--- config.mk ---
export PLATFORM = sky130hd
export DESIGN_NAME = thresh_event_counter
export DESIGN_NICKNAME = d
export VERILOG_FILES = /design/src/rtl/thresh_counter_pkg.sv /design/src/rtl/thresh_counter_ctrl.sv /design/src/rtl/thresh_counter_dp.sv /design/src/rtl/thresh_event_counter.sv
export SDC_FILE = /design/constraint.sdc
export NUM_CORES = 1
export LEC_CHECK = 0
export ABC_CLOCK_PERIOD_IN_PS = 10500
export BUFFER_PORTS_ARGS = -buffer_cell sky130_fd_sc_hd__buf_4
export CORE_MARGIN = 2
export CORE_UTILIZATION = 50
export DETAILED_ROUTE_END_ITERATION = 6
export GPL_TIMING_DRIVEN = 0
export PLACE_DENSITY = 0.8
export SLEW_MARGIN = 5
export SYNTH_ARGS = -nofsm -noshare
export SYNTH_HDL_FRONTEND = slang
export SYNTH_SLANG_ARGS = --single-unit
--- constraint.sdc ---
create_clock -name clk -period 10.5 [get_ports clk]
set_input_delay 2.1 -clock clk [delete_from_list [all_inputs] [get_ports clk]]
set_output_delay 2.1 -clock clk [all_outputs]
set_load 0.005 [all_outputs]
--- src/rtl/thresh_counter_pkg.sv ---
package thresh_counter_pkg;
  localparam int OCC_W = 3;

  typedef struct packed {
    logic             load;
    logic             incEn;
    logic [OCC_W-1:0] incAmt;
  } ctr_strobes_t;
endpackage

--- src/rtl/thresh_counter_ctrl.sv ---
module thresh_counter_ctrl
  import thresh_counter_pkg::*;
(
  input  logic [OCC_W-1:0] occCount,
  input  logic [1:0]       privLevel,
  input  logic             isetModeB,
  input  logic             qualMatch,
  input  logic [OCC_W-1:0] cfgThreshold,
  input  logic [1:0]       cfgIsetSel,
  input  logic [3:0]       cfgPrivMask,
  input  logic             cfgQualOverride,
  input  logic             wrEn,
  output ctr_strobes_t     strobes
);
  logic privOk;
  logic isetOk;
  logic qualOk;
  logic eligible;
  logic [OCC_W-1:0] amount;

  assign privOk = cfgPrivMask[privLevel];
  assign qualOk = qualMatch | cfgQualOverride;

  always_comb begin
    unique case (cfgIsetSel)
      2'd1:    isetOk = ~isetModeB;
      2'd2:    isetOk = isetModeB;
      default: isetOk = 1'b1;
    endcase
  end

  assign eligible = privOk & isetOk & qualOk;

  always_comb begin
    if (cfgThreshold == '0)
      amount = occCount;
    else if (occCount > cfgThreshold)
      amount = OCC_W'(1);
    else
      amount = '0;
  end

  always_comb begin
    strobes.load   = wrEn;
    strobes.incEn  = eligible & ~wrEn & (amount != '0);
    strobes.incAmt = amount;
  end
endmodule

--- src/rtl/thresh_counter_dp.sv ---
module thresh_counter_dp
  import thresh_counter_pkg::*;
#(
  parameter int CNT_W = 47
) (
  input  logic             clk,
  input  logic             rstN,
  input  ctr_strobes_t     strobes,
  input  logic [CNT_W-1:0] wrData,
  output logic [CNT_W-1:0] countValue,
  output logic             overflowPulse
);
  localparam int SUM_W = CNT_W + 1;

  logic [SUM_W-1:0] sum;

  assign sum = {1'b0, countValue} + {{(SUM_W-OCC_W){1'b0}}, strobes.incAmt};

  always_ff @(posedge clk) begin
    if (!rstN) begin
      countValue    <= '0;
      overflowPulse <= 1'b0;
    end else if (strobes.load) begin
      countValue    <= wrData;
      overflowPulse <= 1'b0;
    end else if (strobes.incEn) begin
      countValue    <= sum[CNT_W-1:0];
      overflowPulse <= sum[CNT_W];
    end else begin
      overflowPulse <= 1'b0;
    end
  end
endmodule

--- src/rtl/thresh_event_counter.sv ---
module thresh_event_counter
  import thresh_counter_pkg::*;
#(
  parameter int CNT_W = 47
) (
  input  logic             clk,
  input  logic             rstN,
  input  logic [2:0]       occCount,
  input  logic [1:0]       privLevel,
  input  logic             isetModeB,
  input  logic             qualMatch,
  input  logic [2:0]       cfgThreshold,
  input  logic [1:0]       cfgIsetSel,
  input  logic [3:0]       cfgPrivMask,
  input  logic             cfgQualOverride,
  input  logic             wrEn,
  input  logic [CNT_W-1:0] wrData,
  output logic [CNT_W-1:0] countValue,
  output logic             overflowPulse
);
  ctr_strobes_t strobes;

  thresh_counter_ctrl u_ctrl (
    .occCount        (occCount),
    .privLevel       (privLevel),
    .isetModeB       (isetModeB),
    .qualMatch       (qualMatch),
    .cfgThreshold    (cfgThreshold),
    .cfgIsetSel      (cfgIsetSel),
    .cfgPrivMask     (cfgPrivMask),
    .cfgQualOverride (cfgQualOverride),
    .wrEn            (wrEn),
    .strobes         (strobes)
  );

  thresh_counter_dp #(.CNT_W(CNT_W)) u_dp (
    .clk           (clk),
    .rstN          (rstN),
    .strobes       (strobes),
    .wrData        (wrData),
    .countValue    (countValue),
    .overflowPulse (overflowPulse)
  );
endmodule

* Word-level counts from Yosys, hierarchy flattened
Index checks and enable logic that the tools add are counted.
** Cells by class
- $add $sub $neg :: 1
- Multiply operators :: 0
- Divide/modulo/power cells :: 0
- Magnitude comparators :: 2
- Equality and inequality tests :: 2
- Shift operators :: 0
- Muxes and demuxes :: 7
- Bitwise operators :: 9
- Reductions and logical operators :: 4
** Operator list (number)
- 47-bit 2-to-1 mux :: 2
- 47-bit by 3-bit adder with 48-bit output :: 1
- 1-bit AND :: 4
- 1-bit NOT :: 4
- 3-bit > comparator :: 1
- 3-bit zero test :: 1
- 2-bit by 3-bit less-than comparator with 1-bit output (second input constant) :: 1
- 3-bit 2-to-1 mux :: 1
- 3-bit nonzero test :: 1
- 3-bit OR reduction :: 1
- 1-bit binary-select mux with 2-bit select :: 1
- 2-bit by 1-bit equality test with 1-bit output (second input constant) :: 1
- 2-bit equality test (second input constant) :: 1
- 1-bit 2-to-1 mux :: 2
- 1-bit case mux with 2 select lines :: 1
- 2-bit nonzero test :: 1
- 1-bit OR :: 1
** Word-level totals
- Bits in registers :: 48
- Latch bits :: 0
- Memory bits (writable) :: 0
- ROM bits :: 0
- Bits of input ports :: 67
- Output and inout port bits :: 48
- Logic and storage cells :: 27
- Memories kept :: 0

* Logic depth before layout (Yosys ltp)
- Depth in word-level cells :: 8
- Mapped depth :: 13
- Gate-level depth less buffers :: 13

* By module
Synthesis repeated with hierarchy kept, for this count alone.
** Unflattened totals
- Cell total of the unflattened synthesis :: 425
- Area, all modules :: 3305.7 µm²
** By module, submodules not included
- thresh_counter_dp :: instances 1, cells an instance 396, area each 3085.5 µm², sequential area each 960.9 µm²
- thresh_counter_ctrl :: instances 1, cells an instance 29, area each 220.2 µm², sequential area each 0.0 µm²

* Worst setup path before layout
No wires, ideal clock.
- Kind :: input-to-reg
- From :: in cfgThreshold[1]
- To :: reg u_dp.countValue[29]
- Setup time :: 74 ps
- Arrival time :: 4860 ps
- Path slack :: 5565 ps
- Stages :: 13
- Buffers on the path :: 1
- Cells stage by stage :: inv_1 > ha_1 > and3_1 > a211oi_1 > mux2_2 > ha_1 > nand3_1 > and2_4 > or2_4 > or4_4 > buf_6 > or3_1 > a31oi_1
** On the way
- Longest elaborated chain between the ends :: 6
- Elaborated cells on any way between the ends :: 10
- Those cells by class :: add/sub: 1; order compare: 1; mux: 4; bitwise: 1; reduce/logical: 3
** Ends and longest elaborated chain
- start: declaration :: RTL line thresh_event_counter.sv:12 : input logic [2:0] cfgThreshold,
- 3-bit > comparator :: RTL line thresh_counter_ctrl.sv:37 : else if (occCount > cfgThreshold)
- 1-bit 2-to-1 mux :: RTL line thresh_counter_ctrl.sv:37
- 3-bit 2-to-1 mux (*) :: RTL line thresh_counter_ctrl.sv:35 : if (cfgThreshold == '0)
- 47-bit by 3-bit adder with 48-bit output or 3-bit nonzero test (tied branches) :: RTL line thresh_counter_dp.sv:17, thresh_counter_ctrl.sv:45
- 47-bit 2-to-1 mux or 1-bit AND (tied branches) :: RTL line thresh_counter_dp.sv:26, thresh_counter_ctrl.sv:45
- 47-bit 2-to-1 mux or 2-bit nonzero test (tied branches)
- end signal: assignment :: RTL line thresh_counter_dp.sv:24 : countValue <= wrData;
- end signal: assignment :: RTL line thresh_counter_dp.sv:27 : countValue <= sum[CNT_W-1:0];
- end: declaration :: RTL line thresh_counter_dp.sv:10 : output logic [CNT_W-1:0] countValue,
Mark *: on every way between the ends. The rest lies on a longest branch, timed or not. The select of a mux whose other input is x is not followed.
A chain may end at the register's enable or synchronous reset.

* Final worst setup path
- From :: in occCount[1]
- To :: reg u_dp.countValue[34]
** On the way
- Longest elaborated chain between the ends :: 6
- Elaborated cells on any way between the ends :: 9
- Those cells by class :: add/sub: 1; order compare: 1; mux: 4; bitwise: 1; reduce/logical: 2
** Ends and longest elaborated chain
- start: declaration :: RTL line thresh_event_counter.sv:8 : input logic [2:0] occCount,
- 3-bit > comparator :: RTL line thresh_counter_ctrl.sv:37
- 1-bit 2-to-1 mux :: RTL line thresh_counter_ctrl.sv:37
- 3-bit 2-to-1 mux (*) :: RTL line thresh_counter_ctrl.sv:35
- 47-bit by 3-bit adder with 48-bit output or 3-bit nonzero test (tied branches) :: RTL line thresh_counter_dp.sv:17, thresh_counter_ctrl.sv:45
- 47-bit 2-to-1 mux or 1-bit AND (tied branches) :: RTL line thresh_counter_dp.sv:26, thresh_counter_ctrl.sv:45
- 47-bit 2-to-1 mux or 2-bit nonzero test (tied branches)
Marks and branches as above.

==> impl_metrics.json <==
{
  "use_met2_pct": 52.67,
  "setup_tns_ns": 0,
  "cts.hold.buffers_added": 0,
  "clkSlewWorstSetupHoldPaths_ns": 0.09,
  "critPathLaunch": "occCount[1]",
  "track_usage_pct": 31.85,
  "p_per_area_nw_per_um2": 98.13,
  "status": "finished clean",
  "p_leak_nw": 1.676,
  "netlist_instances": 419,
  "grt_pass1_vias": 3708,
  "die_x_microns": 84.43,
  "yosys_warnings": 0,
  "cp_num_cells": 13,
  "cts_num_sinks": 48,
  "fin_cells": 617,
  "drtAntennaViolNets": 0,
  "synth_fp_nets": 495,
  "cp_top_family": "simple AND/OR/NAND/NOR gates",
  "clock_skew_ns": 0.01492,
  "regArea_sq_um": 960.9,
  "rsz0062_at_grt": "no",
  "synth_top_area_share_pct": 29.71,
  "synth-edff-count": 0,
  "cts_resized": 0,
  "n_antenna_cell": 0,
  "hpwl_microns": 8547,
  "cts_max_level": 2,
  "critPathBufInv": 1,
  "drive_gt1_share_pct": 26.85,
  "fillers": 584,
  "ios": 115,
  "cp-end-kind": "register",
  "cts_buffers": 5,
  "tightest_slew_ns": 0.7555,
  "synth_seq_cells": 48,
  "ys_async_sr_fraction_pct": 0,
  "grt-busiest-layer": "met2",
  "fin_crit_sh_pct": 49.16,
  "drcViolationCount": 0,
  "die_h_microns": 84.43,
  "critPathRequiredTime_ns": 10.71,
  "r2r_start": "u_dp.countValue[0]",
  "gr-total-overflow": 0,
  "r2r-end": "u_dp.countValue[34]",
  "wl_microns": 11750,
  "worstSetupPathType": "input port to register",
  "core-area_sq_um": 6314,
  "slowest_delay_ns": 0.56,
  "finalPower_w": 0.0004193,
  "maxCapViolCount": 0,
  "seq_area_frac_synth_pct": 29.71,
  "rr_worst_depth": 8,
  "insertion_delay_ns": 0.32,
  "place_congestion": 0.9092,
  "endpoint": "u_dp.countValue[34]",
  "numPlacedInstances": 609,
  "nNetsFinal": 615,
  "port_buffers": 113,
  "use_met1_pct": 42.86,
  "relSlewSlack_pct": 49.63,
  "multi_input_area_sq_um": 2097,
  "post_cts_buffers": 0,
  "cp_cell_sequence": "buf_4 -> ha_1 -> and3_1 -> a211oi_1 -> mux2_2 -> ha_1 -> fa_1 -> a21o_2 -> nand2b_1 -> nor4b_2 -> nand3_1 -> o211a_1 -> o31a_1",
  "peakVddDrop_mv": 0.06838,
  "arrival_ns": 5.37,
  "worstSetupStartpointType": "input port",
  "drtIter0Drc": 421,
  "synthesis.area_sq_um": 3234,
  "detail_route.first_pass.iterations": 5,
  "fin_crit_ns": 5.162,
  "synth.distinct_cells": 62,
  "postSynthAreaPerCell_sq_um": 7.719,
  "hp-class": "register to register",
  "viasPerCell": 6.428,
  "grt_max_degree": 15,
  "cts_tree": "built",
  "gr-usage-met3_pct": 5.015,
  "crit_top_cell": "ha_1",
  "dr_total_vias": 3966,
  "finalHoldViolations": 0,
  "die_area_sq_um": 7128,
  "finalMaxSlewViolations": 0,
  "cts.root.buffer_cell": "clkbuf_8",
  "clock.fmax_ghz": 0.1937,
  "crit_fanout": 7,
  "yosys-top-cells-area": "dfxtp_1 (30%), nand2_1 (8.6%), a31oi_1 (4.3%), nand3_1 (3.7%), nand4_1 (3.3%)",
  "synthFlopType": "dfxtp_1",
  "yosysTopAreaCell": "dfxtp_1",
  "cts_buffer_depth": 2,
  "slowest_stage": "nor4b_2",
  "grt_first_pass_wirelength_microns": 18500,
  "fp-row-count": 29,
  "start_util_pct": 51.23,
  "setup_viol": 0,
  "wl_per_cell_microns": 19.04,
  "r2r_setup_slack_ns": 7.93,
  "antenna_found_initial": 0,
  "synth_common_cells": "nand2_1 (74), dfxtp_1 (48), nand3_1 (24), a31oi_1 (22), clkbuf_1 (22)",
  "synth.most_common_cell": "nand2_1",
  "synthToLayoutAreaGrowth_pct": 32.11
}
cell families (layout without fill, tap and decap cells):
| logic type | Yosys count | in the layout | share of synthesized area (%) |
|---|---|---|---|
| compound gates | 115 | 115 | 26.73 |
| xor+xnor | 3 | 3 | 0.8125 |
| fa+ha+maj | 9 | 9 | 3.714 |
| buf+inv | 44 | 165 | 5.454 |
| flops | 48 | 48 | 29.71 |
| mux | 6 | 6 | 2.050 |
| simple gates | 194 | 194 | 31.53 |
where the power goes:
part / switching (W) / leakage (nW) / internal, W
sequential: 0.0000150 / 0.396 / 0.000192
combinational: 0.0000429 / 1.24 / 0.0000463
clock: 0.0000689 / 0.0445 / 0.0000538
total: 0.000127 / 1.68 / 0.000293
registers in the layout (all words and copies together) (netlist names):
name	cells
u_dp.countValue	47
u_dp.overflowPulse	1
worst min-delay path by stage:
| stage | start | endpoint | slack (ns) | depth (start not counted) |
|---|---|---|---|---|
| 2_1_floorplan | u_dp.countValue[46] | u_dp.overflowPulse | 0.47 | 2 |
| 3_3_place_gp | u_dp.countValue[0] | u_dp.countValue[0] | 0.49 | 2 |
| 3_5_place_dp | u_dp.countValue[0] | u_dp.countValue[0] | 0.51 | 2 |
| 4_1_cts | u_dp.countValue[32] | u_dp.countValue[32] | 0.52 | 2 |
| 5_1_grt | u_dp.countValue[32] | u_dp.countValue[32] | 0.55 | 2 |
| 6_report | u_dp.countValue[32] | u_dp.countValue[32] | 0.52 | 2 |
layout by cell type, fill, tap and decap left out, drive strengths merged, types with 3 or more instances in the layout:
master / count
o311a: 5
inv: 17
o211ai: 11
o21ai: 5
o311ai: 11
dfxtp: 48
ha: 8
nand2: 74
buf: 117
and3: 10
o31a: 4
o41ai: 4
or3: 7
o21a: 8
nor2: 13
clkbuf: 29
nand4: 17
or4: 13
nand3: 24
and4: 5
nor4: 6
a21oi: 17
o211a: 3
nor3: 8
and2: 8
o31ai: 4
a311o: 3
or2: 4
mux2: 5
a31oi: 22
metrics by stage:
| step | hold WS, ns | setup WS (ns) | util (%) | area, sq um |
|---|---|---|---|---|
| after floorplan | 0.4677 | 5.565 | - | 3234 |
| after global placement | 0.4851 | 5.125 | 66.19 | 4179 |
| after detailed placement | 0.5076 | 5.059 | 66.19 | 4179 |
| after CTS | 0.5189 | 5.369 | 67.68 | 4273 |
| after global routing | 0.5450 | 5.157 | 67.68 | 4273 |
| final | 0.5216 | 5.338 | 67.68 | 4273 |
worst min-delay path, cell delays in order, from the launching register on:
cell and delay (ns):
dfxtp_1 0.35, nand2_1 0.07, o32ai_1 0.06
metal layers:
layer | wire, microns | vias up | part of all wire (%)
li1 | - | 1852 | -
met1 | 4939 | 1860 | 42
met2 | 5495 | 226 | 47
met3 | 1039 | 28 | 8.8
met4 | 276 | 0 | 2.3
met5 | 0 | - | 0
layout make-up:
class	count	share of cell area, %
Inverter	18	1.581
Timing Repair Buffer	113	19.85
Tap cell	77	2.255
Multi-Input combinational cell	327	49.08
Sequential cell	48	22.49
Clock inverter	1	0.1757
Clock buffer	7	2.020
Buffer	26	2.548
Power figures use the tool's default switching activity.
